### config.mk
export PLATFORM = sky130hd
export DESIGN_NAME = psw_divider
export DESIGN_NICKNAME = d
export VERILOG_FILES = /design/src/rtl/psw_pkg.sv /design/src/rtl/psw_prescaler.sv /design/src/rtl/psw_ctrl.sv /design/src/rtl/psw_divider.sv
export SDC_FILE = /design/constraint.sdc
export NUM_CORES = 1
export LEC_CHECK = 0
export BUFFER_PORTS_ARGS = -buffer_cell sky130_fd_sc_hd__buf_2
export CAP_MARGIN = 10
export CORE_UTILIZATION = 50
export DETAILED_ROUTE_END_ITERATION = 8
export PLACE_DENSITY = 0.73
export REMOVE_ABC_BUFFERS = 1
export SLEW_MARGIN = 0
export SYNTH_ARGS = -nofsm -noshare
export SYNTH_HDL_FRONTEND = slang
export SYNTH_HIERARCHICAL = 1
export SYNTH_SLANG_ARGS = --single-unit
### constraint.sdc
create_clock -name clk -period 8.5 [get_ports clk]
set_input_delay 2.55 -clock clk [delete_from_list [all_inputs] [get_ports clk]]
set_output_delay 2.55 -clock clk [all_outputs]
set_load 0.02 [all_outputs]
### src/rtl/psw_pkg.sv
package psw_pkg;
    typedef enum logic [1:0] {
        ST_IDLE    = 2'd0,
        ST_SWALLOW = 2'd1,
        ST_MAIN    = 2'd2
    } psw_state_t;
endpackage

### src/rtl/psw_prescaler.sv
module psw_prescaler #(
    parameter int PRESC_LOG2 = 6
) (
    input  logic clk,
    input  logic rst_n,
    input  logic restart,
    input  logic long_mode,
    output logic tc
);
    localparam int CW = PRESC_LOG2 + 1;
    localparam logic [CW-1:0] LEN_SHORT_M1 = CW'((1 << PRESC_LOG2) - 1);
    localparam logic [CW-1:0] LEN_LONG_M1  = CW'(1 << PRESC_LOG2);

    logic [CW-1:0] pc;
    logic          at_zero;

    assign at_zero = (pc == '0);
    assign tc      = at_zero && !restart;

    always_ff @(posedge clk or negedge rst_n) begin
        if (!rst_n) begin
            pc <= '0;
        end else if (restart || at_zero) begin
            pc <= long_mode ? LEN_LONG_M1 : LEN_SHORT_M1;
        end else begin
            pc <= pc - 1'b1;
        end
    end
endmodule

### src/rtl/psw_ctrl.sv
module psw_ctrl
    import psw_pkg::*;
#(
    parameter int SWALLOW_W = 6,
    parameter int MAIN_W    = 12,
    parameter int N_MIN     = 5
) (
    input  logic                 clk,
    input  logic                 rst_n,
    input  logic                 load,
    input  logic [SWALLOW_W-1:0] a_in,
    input  logic [MAIN_W-1:0]    n_in,
    input  logic                 tc,
    output logic                 restart,
    output logic                 next_long,
    output logic                 fp,
    output logic                 config_error,
    output psw_state_t           state_o
);
    psw_state_t state, state_d;

    logic [SWALLOW_W-1:0] a_cnt, a_act, a_pend, sel_a;
    logic [MAIN_W-1:0]    n_cnt, n_act, n_pend, sel_n;
    logic                 pend_vld;
    logic                 load_ok, start, period_end;

    assign load_ok    = (n_in >= MAIN_W'(N_MIN)) && (n_in > MAIN_W'(a_in));
    assign sel_a      = pend_vld ? a_pend : a_act;
    assign sel_n      = pend_vld ? n_pend : n_act;
    assign start      = (state == ST_IDLE) && load && load_ok;
    assign period_end = tc && (state != ST_IDLE) && (n_cnt == MAIN_W'(1));

    always_comb begin
        state_d = state;
        unique case (state)
            ST_IDLE: begin
                if (start) state_d = (a_in != '0) ? ST_SWALLOW : ST_MAIN;
            end
            ST_SWALLOW: begin
                if (period_end)                             state_d = (sel_a != '0) ? ST_SWALLOW : ST_MAIN;
                else if (tc && a_cnt == SWALLOW_W'(1))      state_d = ST_MAIN;
            end
            ST_MAIN: begin
                if (period_end) state_d = (sel_a != '0) ? ST_SWALLOW : ST_MAIN;
            end
            default: state_d = ST_IDLE;
        endcase
    end

    assign next_long = (state_d == ST_SWALLOW);
    assign restart   = (state == ST_IDLE);
    assign state_o   = state;

    always_ff @(posedge clk or negedge rst_n) begin
        if (!rst_n) state <= ST_IDLE;
        else        state <= state_d;
    end

    always_ff @(posedge clk or negedge rst_n) begin
        if (!rst_n) begin
            a_cnt <= '0;
            n_cnt <= '0;
            a_act <= '0;
            n_act <= '0;
        end else if (start) begin
            a_cnt <= a_in;
            n_cnt <= n_in;
            a_act <= a_in;
            n_act <= n_in;
        end else if (period_end) begin
            a_cnt <= sel_a;
            n_cnt <= sel_n;
            a_act <= sel_a;
            n_act <= sel_n;
        end else if (tc && state != ST_IDLE) begin
            n_cnt <= n_cnt - 1'b1;
            if (state == ST_SWALLOW) a_cnt <= a_cnt - 1'b1;
        end
    end

    always_ff @(posedge clk or negedge rst_n) begin
        if (!rst_n) begin
            a_pend   <= '0;
            n_pend   <= '0;
            pend_vld <= 1'b0;
        end else if (load && load_ok && state != ST_IDLE) begin
            a_pend   <= a_in;
            n_pend   <= n_in;
            pend_vld <= 1'b1;
        end else if (period_end) begin
            pend_vld <= 1'b0;
        end
    end

    always_ff @(posedge clk or negedge rst_n) begin
        if (!rst_n) begin
            fp           <= 1'b0;
            config_error <= 1'b0;
        end else begin
            fp <= period_end;
            if (load) config_error <= !load_ok;
        end
    end
endmodule

### src/rtl/psw_divider.sv
module psw_divider
    import psw_pkg::*;
#(
    parameter int PRESC_LOG2 = 6,
    parameter int SWALLOW_W  = 6,
    parameter int MAIN_W     = 12,
    parameter int N_MIN      = 5
) (
    input  logic                 clk,
    input  logic                 rst_n,
    input  logic                 load,
    input  logic [SWALLOW_W-1:0] swallow_in,
    input  logic [MAIN_W-1:0]    main_in,
    output logic                 fp,
    output logic                 config_error
);
    logic       tc_w, restart_w, long_w;
    psw_state_t state_w;

    psw_prescaler #(.PRESC_LOG2(PRESC_LOG2)) presc_i (
        .clk       (clk),
        .rst_n     (rst_n),
        .restart   (restart_w),
        .long_mode (long_w),
        .tc        (tc_w)
    );

    psw_ctrl #(
        .SWALLOW_W (SWALLOW_W),
        .MAIN_W    (MAIN_W),
        .N_MIN     (N_MIN)
    ) ctrl_i (
        .clk          (clk),
        .rst_n        (rst_n),
        .load         (load),
        .a_in         (swallow_in),
        .n_in         (main_in),
        .tc           (tc_w),
        .restart      (restart_w),
        .next_long    (long_w),
        .fp           (fp),
        .config_error (config_error),
        .state_o      (state_w)
    );
endmodule

; ---- Word level (Yosys, flattened, before mapping)
; Cells that the tools add are included.
[word_totals]
register_bits = 66
inputBits = 21
output_inout_bits = 2
elab_cells = 67
[op_classes]
add_sub_neg = 3
order_cmp = 2
eq_ne = 5
mux = 24
reduce_logical = 22
[ops]
columns = operator, count
row1 = 12-bit two-way mux, 6
row2 = 6-bit two-way mux, 7
row3 = 7-bit two-way mux, 2
row4 = "12-bit by 1-bit == test with 1-bit output, second input constant", 1
row5 = "12-bit by 3-bit greater-or-equal comparator with 1-bit output, second input constant", 1
row6 = 12-bit by 6-bit > comparator with 1-bit output, 1
row7 = 2-bit two-way mux, 6
row8 = 6-bit nonzero test, 2
row9 = "12-bit by 1-bit subtractor with 12-bit output, second input constant", 1
row10 = 1-bit logical AND, 9
row11 = 7-bit zero test, 1
row12 = "7-bit by 1-bit subtractor with 7-bit output, second input constant", 1
row13 = "6-bit by 1-bit == test with 1-bit output, second input constant", 1
row14 = 2-bit case mux with 3 select lines, 1
row15 = 2-bit nonzero test, 3
row16 = 3-bit nonzero test, 2
row17 = "6-bit by 1-bit subtractor with 6-bit output, second input constant", 1
row18 = "2-bit by 1-bit == test with 1-bit output, second input constant", 2
row19 = "2-bit == test, second input constant", 1
row20 = 1-bit zero test, 2
row21 = 2-bit zero test, 1
row22 = 1-bit two-way mux, 2
row23 = 2-bit AND reduction, 1
row24 = 1-bit logical OR, 1

; ---- Depth between registers and ports, before layout
; Gate-level depths: netlist (run 1).
[depth]
depth_word = 10
mapped_depth = 14
mapped_depth_nobuf = 12

; ---- Modules after synthesis
; The synthesis (run 1) kept the hierarchy.
[modules_own_cells]
columns = module, instances, cells_per_inst, area_per_inst_um2, seq_area_each_um2
row1 = psw_ctrl, 1, 321, 3218.1, 1476.4
row2 = psw_prescaler, 1, 40, 452.9, 175.2

; ---- Least setup slack after synthesis (run 1)
; OpenSTA, ideal clock, no wires.
[synth_timing]
kind = input to register
startpoint = input swallow_in[3]
endpoint = register presc_i.pc[6]
setup_ns = 0.095
arrival_ns = 4.760
t_required_ns = 8.405
setup_slack_ns = 3.645
cell_stages = 11
path_buffers = 1
path_cell_list = inv_1 ha_1 and4_1 a32oi_1 o21ai_0 nor2_2 buf_2 nand2_1 a22oi_1 o21bai_1 nor4b_2
[synth_between]
elab_chain_len = 8
word_cells_on_any_way = 10
classes_between = 1 x order compare / 1 x eq/ne / 5 x mux / 3 x reduce/logical
[synth_rtl]
columns = item, line
row1 = start: declaration, psw_divider.sv:12  ; input logic [SWALLOW_W-1:0] swallow_in,
row2 = 12-bit by 6-bit > comparator with 1-bit output, psw_ctrl.sv:27  ; assign load_ok = (n_in >= MAIN_W'(N_MIN)) && (n_in > MAIN_W'(a_in));
row3 = 1-bit logical AND, psw_ctrl.sv:27
row4 = 1-bit logical AND, psw_ctrl.sv:30  ; assign start = (state == ST_IDLE) && load && load_ok;
row5 = 2-bit two-way mux *, psw_ctrl.sv:37  ; if (start) state_d = (a_in != '0) ? ST_SWALLOW : ST_MAIN;
row6 = 2-bit case mux with 3 select lines *, psw_ctrl.sv:35  ; unique case (state)
row7 = 2-bit by 1-bit == test with 1-bit output *, psw_ctrl.sv:50  ; assign next_long = (state_d == ST_SWALLOW);
row8 = net long_w, psw_divider.sv:17  ; logic tc_w, restart_w, long_w;
row9 = 7-bit two-way mux *, psw_prescaler.sv:24  ; pc <= long_mode ? LEN_LONG_M1 : LEN_SHORT_M1;
row10 = 7-bit two-way mux *, psw_prescaler.sv:23  ; end else if (restart || at_zero) begin
row11 = end signal: assignment, psw_prescaler.sv:24
row12 = end signal: assignment, psw_prescaler.sv:26  ; pc <= pc - 1'b1;
row13 = end: declaration, psw_prescaler.sv:14  ; logic [CW-1:0] pc;
; Mark *: on every way through the listed nets, which the timed path passes. The rest lies on a longest branch.
; A chain may end at the register's enable or synchronous reset.

; ---- Worst setup path after layout (run 1)
[layout_timing]
startpoint = input swallow_in[5]
endpoint = register ctrl_i.n_cnt[5]
[layout_between]
elab_chain_len = 4
word_cells_on_any_way = 5
classes_between = 1 x order compare / 1 x mux / 3 x reduce/logical
[layout_rtl]
columns = item, line
row1 = 12-bit by 6-bit > comparator with 1-bit output *, psw_ctrl.sv:27
row2 = 1-bit logical AND *, psw_ctrl.sv:27
row3 = 1-bit logical AND *, psw_ctrl.sv:30
row4 = 3-bit nonzero test (no line) or 12-bit two-way mux (tied branches), n/a
row5 = end signal: assignment, psw_ctrl.sv:67  ; n_cnt <= n_in;
row6 = end signal: assignment, psw_ctrl.sv:72  ; n_cnt <= sel_n;
row7 = end signal: assignment, psw_ctrl.sv:76  ; n_cnt <= n_cnt - 1'b1;
row8 = end: declaration, psw_ctrl.sv:23  ; logic [MAIN_W-1:0] n_cnt, n_act, n_pend, sel_n;
; Mark *: on every way between the ends. The rest lies on a longest branch, timed or not.

==> results of run 1 <==
worst max-delay path: cells and delay by family:
family / cells / cell delay, ps
compound gates: 4 / 1050
buf+inv: 3 / 400
fa+ha+maj: 1 / 300
simple gates: 3 / 900
synth_stat cells (all sizes together), types with 3 or more instances:
cell     n
nand4    3
xnor2    5
nand2   28
nor2    29
o21a     5
nor4     5
a21o     8
a31oi    3
nand3    9
or3      4
inv     17
a221o    4
and2     6
mux2i   16
clkbuf   5
nor2b    3
and4b    3
a22oi    5
nor3    13
buf      8
mux2    24
o22ai    6
o21ai   19
ha      12
a21oi   23
dfrtp   66
where the power goes:
group / switching (mW) / total [mW] / leakage [nW] / internal (mW)
logic: 0.0254 / 0.0455 / 1.02 / 0.0201
clock network: 0.110 / 0.217 / 0.0770 / 0.107
registers: 0.00560 / 0.329 / 0.750 / 0.323
total: 0.141 / 0.592 / 1.85 / 0.450
through the flow:
step,util [%],instance area [µm²],std cells
floorplan,-,3603,348
global placement,55.84,3877,471
detailed placement,55.84,3877,471
CTS,57.95,4024,483
global route,57.95,4024,483
finish,57.95,4024,483
routing by layer:
layer / vias to the layer above / wire [µm] / share of wire, %
li1: 1369 / - / -
met5: - / 0 / 0
met2: 64 / 3843 / 46
met1: 1415 / 4075 / 49
met4: 0 / 115 / 1.4
met3: 13 / 356 / 4.2
cell type report:
class	count	area [µm²]
multi-input cells	265	1894
fillers	600	2920
well taps	96	120.1
clock buffers	11	141.4
inverters	17	63.81
repair buffers	27	147.6
flip-flops and latches	66	1652
clock inverters	1	5.005
logic make-up (layout without fill, tap and decap cells):
| group | after synthesis | count (layout) |
|---|---|---|
| XOR/XNOR | 5 | 5 |
| flip-flops | 66 | 66 |
| buffers and inverters | 30 | 56 |
| adder cells (fa/ha/maj) | 12 | 12 |
| AND/OR/NAND/NOR | 115 | 115 |
| multiplexers | 40 | 40 |
| AO/OA/AOI/OAI | 93 | 93 |
sequential cells by signal (all words and copies together) (netlist names):
register,flops
ctrl_i/a_act,6
ctrl_i/a_cnt,6
ctrl_i/a_pend,6
ctrl_i/config_error,1
ctrl_i/fp,1
ctrl_i/n_act,12
ctrl_i/n_cnt,12
ctrl_i/n_pend,12
ctrl_i/pend_vld,1
ctrl_i/state_o,2
presc_i/pc,7
layout by cell type (no fill, tap or decap), drive strengths merged, types with 2 or more instances in the layout:
| master | netlist | layout |
|---|---|---|
| clkbuf | 5 | 11 |
| nor3 | 13 | 13 |
| o211ai | 2 | 2 |
| o21a | 5 | 5 |
| xnor2 | 5 | 5 |
| mux2i | 16 | 16 |
| a22oi | 5 | 5 |
| nor4 | 5 | 5 |
| a221o | 4 | 4 |
| inv | 17 | 17 |
| o31ai | 2 | 2 |
| or2 | 2 | 2 |
| dfrtp | 66 | 66 |
| a32oi | 2 | 2 |
| a211oi | 2 | 2 |
| nand2b | 2 | 2 |
| nand4 | 3 | 3 |
| a21o | 8 | 8 |
| ha | 12 | 12 |
| nand2 | 28 | 28 |
| nor2b | 3 | 3 |
| and4b | 3 | 3 |
| o22ai | 6 | 6 |
| mux2 | 24 | 24 |
| or3 | 4 | 4 |
| nor4b | 2 | 2 |
| nand3 | 9 | 9 |
| o311ai | 2 | 2 |
| buf | 8 | 27 |
| o21bai | 2 | 2 |
| nor3b | 2 | 2 |
| a21oi | 23 | 23 |
| o21ai | 19 | 19 |
| a31oi | 3 | 3 |
| nor2 | 29 | 29 |
| a2bb2oi | 2 | 2 |
| and2 | 6 | 6 |
| o22a | 2 | 2 |
worst paths after layout:
kind / from / depth (start not counted) / endpoint
setup / recovery: swallow_in[5] / 11 / ctrl_i/n_cnt[5]
hold / removal: ctrl_i/config_error / 1 / ctrl_i/config_error
setup reg to reg: presc_i/pc[0] / 12 / presc_i/pc[6]
hold reg to reg: ctrl_i/config_error / 1 / ctrl_i/config_error
max in group asynchronous: rst_n / 2 / ctrl_i/a_act[1]
min in group asynchronous: rst_n / 2 / presc_i/pc[1]
==> reports/metrics.cfg, run 1 <==
[run_status]
status=completed

[critical_path]
crit_required_ps=8750
rrSetupSlack_ps=4950
worstSetupPathType=in -> reg
critPathLaunchType=input pin
slowest_stage=nor2_2
critPathCaptureType=register
cp_common_cell=nor2_2
arrival_ps=5190
max_stage_delay_ps=580
path_cells=buf_2 -> inv_1 -> ha_1 -> and4_1 -> a32oi_1 -> o21ai_0 -> nor2_2 -> buf_4 -> nor2_2 -> o211ai_1 -> a21oi_1
critPathMaxFanout=18

[logic_synthesis]
synth_edf_count=0
ys.flop_type=dfrtp_1
avgSynthCellArea_um2=10.17
synth_area_leader_cell=dfrtp_1
synth_xor_area_share_pct=1.193
netlist-cell-type-count=60
syn_area_mm2=0.003671
synthSimpleGateAreaFrac_pct=16.87
yosys_register_bits=66
synth_top_area_share_pct=44.99
synth_top_family_by_area=compound AO/OA/AOI/OAI gates
yosys_warnings=6
synth_fa_ha_area_share_pct=4.090
ys_seq_area_share_pct=44.99
synth_mux_area_share_pct=11.72
synthCells=361
synth-async-reset-ratio_pct=100.0
synth_top_cells_by_area=dfrtp_1 (45%), mux2_2 (7.4%), mux2i_1 (4.4%)
synth-compound-area-share_pct=17.55

[routing]
drtPass1Iterations=4
vias=2861
ant_nets=0
vias_per_cell=5.923
drt-wirelength-per-cell_um=17.37
drc=0
drtIter0Drc=218
routed_wl_um=8390

[global_routing]
met3_usage_pct=3.582
grt_util_met2_pct=38.07
grt_max_degree=67
grt_use_met1_pct=33.84
track_usage_pct=24.09
grt_pass1_vias=2845
overflow=0
grt_pass1_wl_um=14060
grt-busiest-layer=met2
antenna_found_initial=0

[floorplan]
ios=23
start_util_pct=52.86
die_area_mm2=0.007689
core_mm2=0.006944
rows=30
die_w_um=87.69
die_y_um=87.69

[final_layout]
areaGrowthSynthToFinish_pct=9.611
n_antenna_cell=0
num-nets-final=419
drive_above_1_share_pct=20.41

[pwr]
irDropWorstVdd_mv=0.1259
cellPowerDensity_mw_per_mm2=147.0
p_total_mw=0.5916
power_leakage_nw=1.851

[timing]
timing.hold.ws_ps=474.2
rsz0062_at_grt=no
skew_ps=5.522
min_period_ps=4939
setup_ws_ps=3561
maxSlewHeadroom_pct=27.84
hold_viol_final=0
fmax_mhz=202.5
period_share_pct=58.10
setup_tns_ps=0
worst_pin_slew_ps=1081
drv_slew=0
setup_violations=0

[hold_path]
min_path_type=reg -> reg

[place]
place_ws_ps=3232
hpwl_um=5951
gp_congestion=0.8547
portBuffers=22

[clock_tree]
clk_path_buf_depth=2
cts_tree=done
hold_buffers=0
insertion_delay_ps=330
cts_resized=0
ctsRootBufferMaster=clkbuf_8
numCtsBuffers=9
clkSinkCount=66
htreeDepth=3
post-cts-setup-buffers=0
clkTransAtPathRegs_ps=70

[run]
maxCapViolations=0

No activity file was read; power rests on OpenSTA's default activity.
==> run 2: changes to the inputs <==
- ABC_AREA: default -> 1
- PLACE_DENSITY: 0.73 -> 0.75
- clock period: 8.5 -> 4.4 ns (I/O delays scaled with it)
==> run 2 against run 1 <==
  * Critical endpoint is now ctrl_i/n_pend[7]
  * Highest routed layer unchanged
  * Core utilization decreased by 3.1 points
  * Clock-buffer cell count unchanged
  * Clock skew increased by 5.6 ps
  * Die area increased by 21%
  * Largest cell class unchanged
  * Combinational power increased to 32 times the previous value
  * Final cell count increased by 62%
  * Critical path depth unchanged
==> reports/metrics.cfg, run 2 <==
[run_status]
status=completed

[final_layout]
num-nets-final=703  ; +68%
final_common_cell=nand2_1
layout_common_cells=nand2_1 (315), dfrtp_1 (66), inv_1 (53), nor2_1 (34), o21ai_0 (34)
drive_above_1_share_pct=11.26  ; -9.2 points
n_antenna_cell=0  ; unchanged
areaGrowthSynthToFinish_pct=6.858
largest_registers=ctrl_i/n_act: 12 flops, ctrl_i/n_cnt: 12 flops, ctrl_i/n_pend: 12 flops
fin_area_mm2=0.004757  ; +18%

[timing]
worst_pin_slew_ps=850.9  ; -230.3 ps
maxSlewHeadroom_pct=43.21  ; +15 points
setup_violations=0  ; unchanged
period_share_pct=78.52
fmax_mhz=289.5
min_period_ps=3455
drv_slew=0  ; unchanged
rsz0062_at_grt=no
timing.hold.ws_ps=480.8  ; +6.588 ps
hold_viol_final=0  ; unchanged
setup_tns_ps=0  ; unchanged
skew_ps=11.08  ; +5.557 ps

[logic_synthesis]
yosys_register_bits=66  ; unchanged
ys.flop_type=dfrtp_1
avgSynthCellArea_um2=6.797  ; -33%
yosys_warnings=6  ; unchanged
syn_area_mm2=0.004452  ; +21%
synth_top_cells_by_area=dfrtp_1 (37%), nand2_1 (27%), nand4_1 (4.6%)
netlist-cell-type-count=33  ; -45%
synth_top_area_share_pct=37.10  ; -7.9 points
synth_common_cells=nand2_1 (315), dfrtp_1 (66), inv_1 (53)
synthCells=655  ; +81%
synth_area_leader_cell=dfrtp_1
synth-async-reset-ratio_pct=100.0  ; unchanged
synth_edf_count=0  ; unchanged
ys_seq_area_share_pct=37.10  ; -7.9 points
yosysMostFrequentCell=nand2_1

[floorplan]
rows=34  ; +13%
die_w_um=96.36  ; +9.9%
die_y_um=96.36  ; +9.9%
ios=23  ; unchanged
die_area_mm2=0.009285  ; +21%
core_mm2=0.008678  ; +25%
start_util_pct=51.30  ; -1.6 points

[critical_path]
crit_family=buffers and inverters
endpoint=ctrl_i/n_pend[7]
critPathCaptureType=register
slowest_stage=inv_1
r2r-start=presc_i/pc[0]
critPathLaunchType=input pin
rrSetupSlack_ps=1500  ; -3450 ps
crit_required_ps=4580  ; -4170 ps
arrival_ps=3630  ; -1560 ps
crit_buf_inv=3  ; unchanged
worstSetupPathType=in -> reg
critPathMaxFanout=31  ; +13
max_stage_delay_ps=630  ; +50 ps
path_depth=11  ; unchanged
reg2regPathDepth=16  ; +4
critPathLaunch=swallow_in[5]
cp_common_cell=nand2_1
r2r_end=presc_i/pc[0]
path_cells=buf_2 -> inv_1 -> ha_1 -> a21oi_1 -> nand2_1 -> nor2_1 -> nand2_1 -> nand2_1 -> nor2_4 -> inv_1 -> o21ai_0

[clock_tree]
hold_buffers=0  ; unchanged
ctsRootBufferMaster=clkbuf_8
insertion_delay_ps=340  ; about the same
post-cts-setup-buffers=0  ; unchanged
cts_tree=done
clkTransAtPathRegs_ps=70  ; about the same
clkSinkCount=66  ; unchanged
numCtsBuffers=9  ; unchanged
clk_path_buf_depth=2  ; unchanged
cts_resized=0  ; unchanged
htreeDepth=3  ; unchanged

[pwr]
clkPwrFrac_pct=15.1  ; -22 points
power_leakage_nw=2.682  ; +45%
seq_power_share_pct=35.7  ; -20 points
cellPowerDensity_mw_per_mm2=630.1  ; +330%
p_int_mw=1.619  ; +260%
power_switching_share_pct=46.00  ; +22 points
p_sw_mw=1.379  ; +880%
irDropWorstVdd_mv=0.3329  ; +160%
p_comb_share_pct=49.2  ; +42 points

[routing]
drt-wirelength-per-cell_um=14.27  ; -18%
drtIter0Drc=314  ; +44%
top_layer=met4
routed_wl_um=11170  ; +33%
drtPass1Iterations=5  ; +1
vias=4168  ; +46%
wl_met1_um=5279  ; +30%
drc=0  ; unchanged
vias_per_cell=5.323  ; -10%
ant_nets=0  ; unchanged
wl_met2_um=5062  ; +32%
wl_met3_um=562  ; +58%

[hold_path]
holdPathStages=2  ; +1
min_path_type=reg -> reg

[place]
hpwl_um=8097  ; +36%
portBuffers=22  ; unchanged
gp_congestion=0.9658  ; +13%
place_area_mm2=0.004586  ; +18%

[global_routing]
track_usage_pct=26.48  ; +2.4 points
grt_pass1_vias=3892  ; +37%
grt_max_degree=41  ; -39%
overflow=0  ; unchanged
grt_pass1_wl_um=18540  ; +32%
antenna_found_initial=0  ; unchanged

[run]
maxCapViolations=0  ; unchanged

run 2: power groups by stage:
stage	logic, mW	clock network [mW]	registers, mW
floorplan	1.14	0	1.04
global placement	1.41	0	1.07
detailed placement	1.46	0	1.08
CTS	1.47	0.464	1.07
global route	1.70	0.489	1.10
finish	1.47	0.453	1.07
run 2: per-stage QoR:
stage                     util [%]  power, mW  setup WS, ps  std cells
after detailed placement     52.84      2.534         638.9        767
after floorplan                  -      2.178         811.8        629
after global placement       52.84      2.479         661.8        767
final                        54.82      2.997         945.2        783
after CTS                    54.82      2.996         990.1        783
after global routing         54.82      3.295         735.7        783
run 2: worst min-delay path by stage:
stage / startpoint / to / slack [ps]
6_report: ctrl_i/a_act[1] / ctrl_i/a_act[1] / 480
2_1_floorplan: ctrl_i/n_pend[1] / ctrl_i/n_pend[1] / 440
3_3_place_gp: ctrl_i/n_pend[1] / ctrl_i/n_pend[1] / 460
3_5_place_dp: ctrl_i/n_pend[2] / ctrl_i/n_pend[2] / 460
4_1_cts: ctrl_i/n_pend[2] / ctrl_i/n_pend[2] / 480
5_1_grt: ctrl_i/n_pend[2] / ctrl_i/n_pend[2] / 500
run 2: kinds of logic (layout without fill, tap and decap cells):
logic type	after synthesis	count (layout)	share of synthesized area (%)
AOI/OAI and AO/OA	46	46	6.043
xor gates and xnor gates	8	8	1.574
adders and majority gates	12	12	3.373
buffers and inverters	83	103	8.712
DFF	66	66	37.10
muxes	5	5	1.124
and+or+nand+nor	435	435	42.07
run 2: worst reg2reg max path, stage by stage (launching register included):
cell and delay, ps:
dfrtp_1 370, inv_1 170, ha_1 220, nand4_2 130, nor2_1 250, inv_1 80
nor2_1 210, nand3_2 90, buf_4 280, inv_1 350, nand2_1 150, nand2_1 80
nand2_1 70, nand3_1 110, inv_1 70, nand2_4 90, nand2_1 60
run 2: cell type report:
| type | instances | area, µm² |
|---|---|---|
| inverters | 57 | 216.5 |
| fillers | 866 | 3921 |
| well taps | 108 | 135.1 |
| clock buffers | 11 | 141.4 |
| repair buffers | 30 | 170.2 |
| multi-input cells | 506 | 2412 |
| flip-flops and latches | 66 | 1652 |
| clock inverters | 5 | 30.03 |
run 2: metal layers:
metal | up-vias | global-route usage, %
met1 | 1921 | 37.07
met3 | 23 | 3.949
met4 | 0 | 12.25
met2 | 128 | 40.25
met5 | - | 0
li1 | 2096 | -
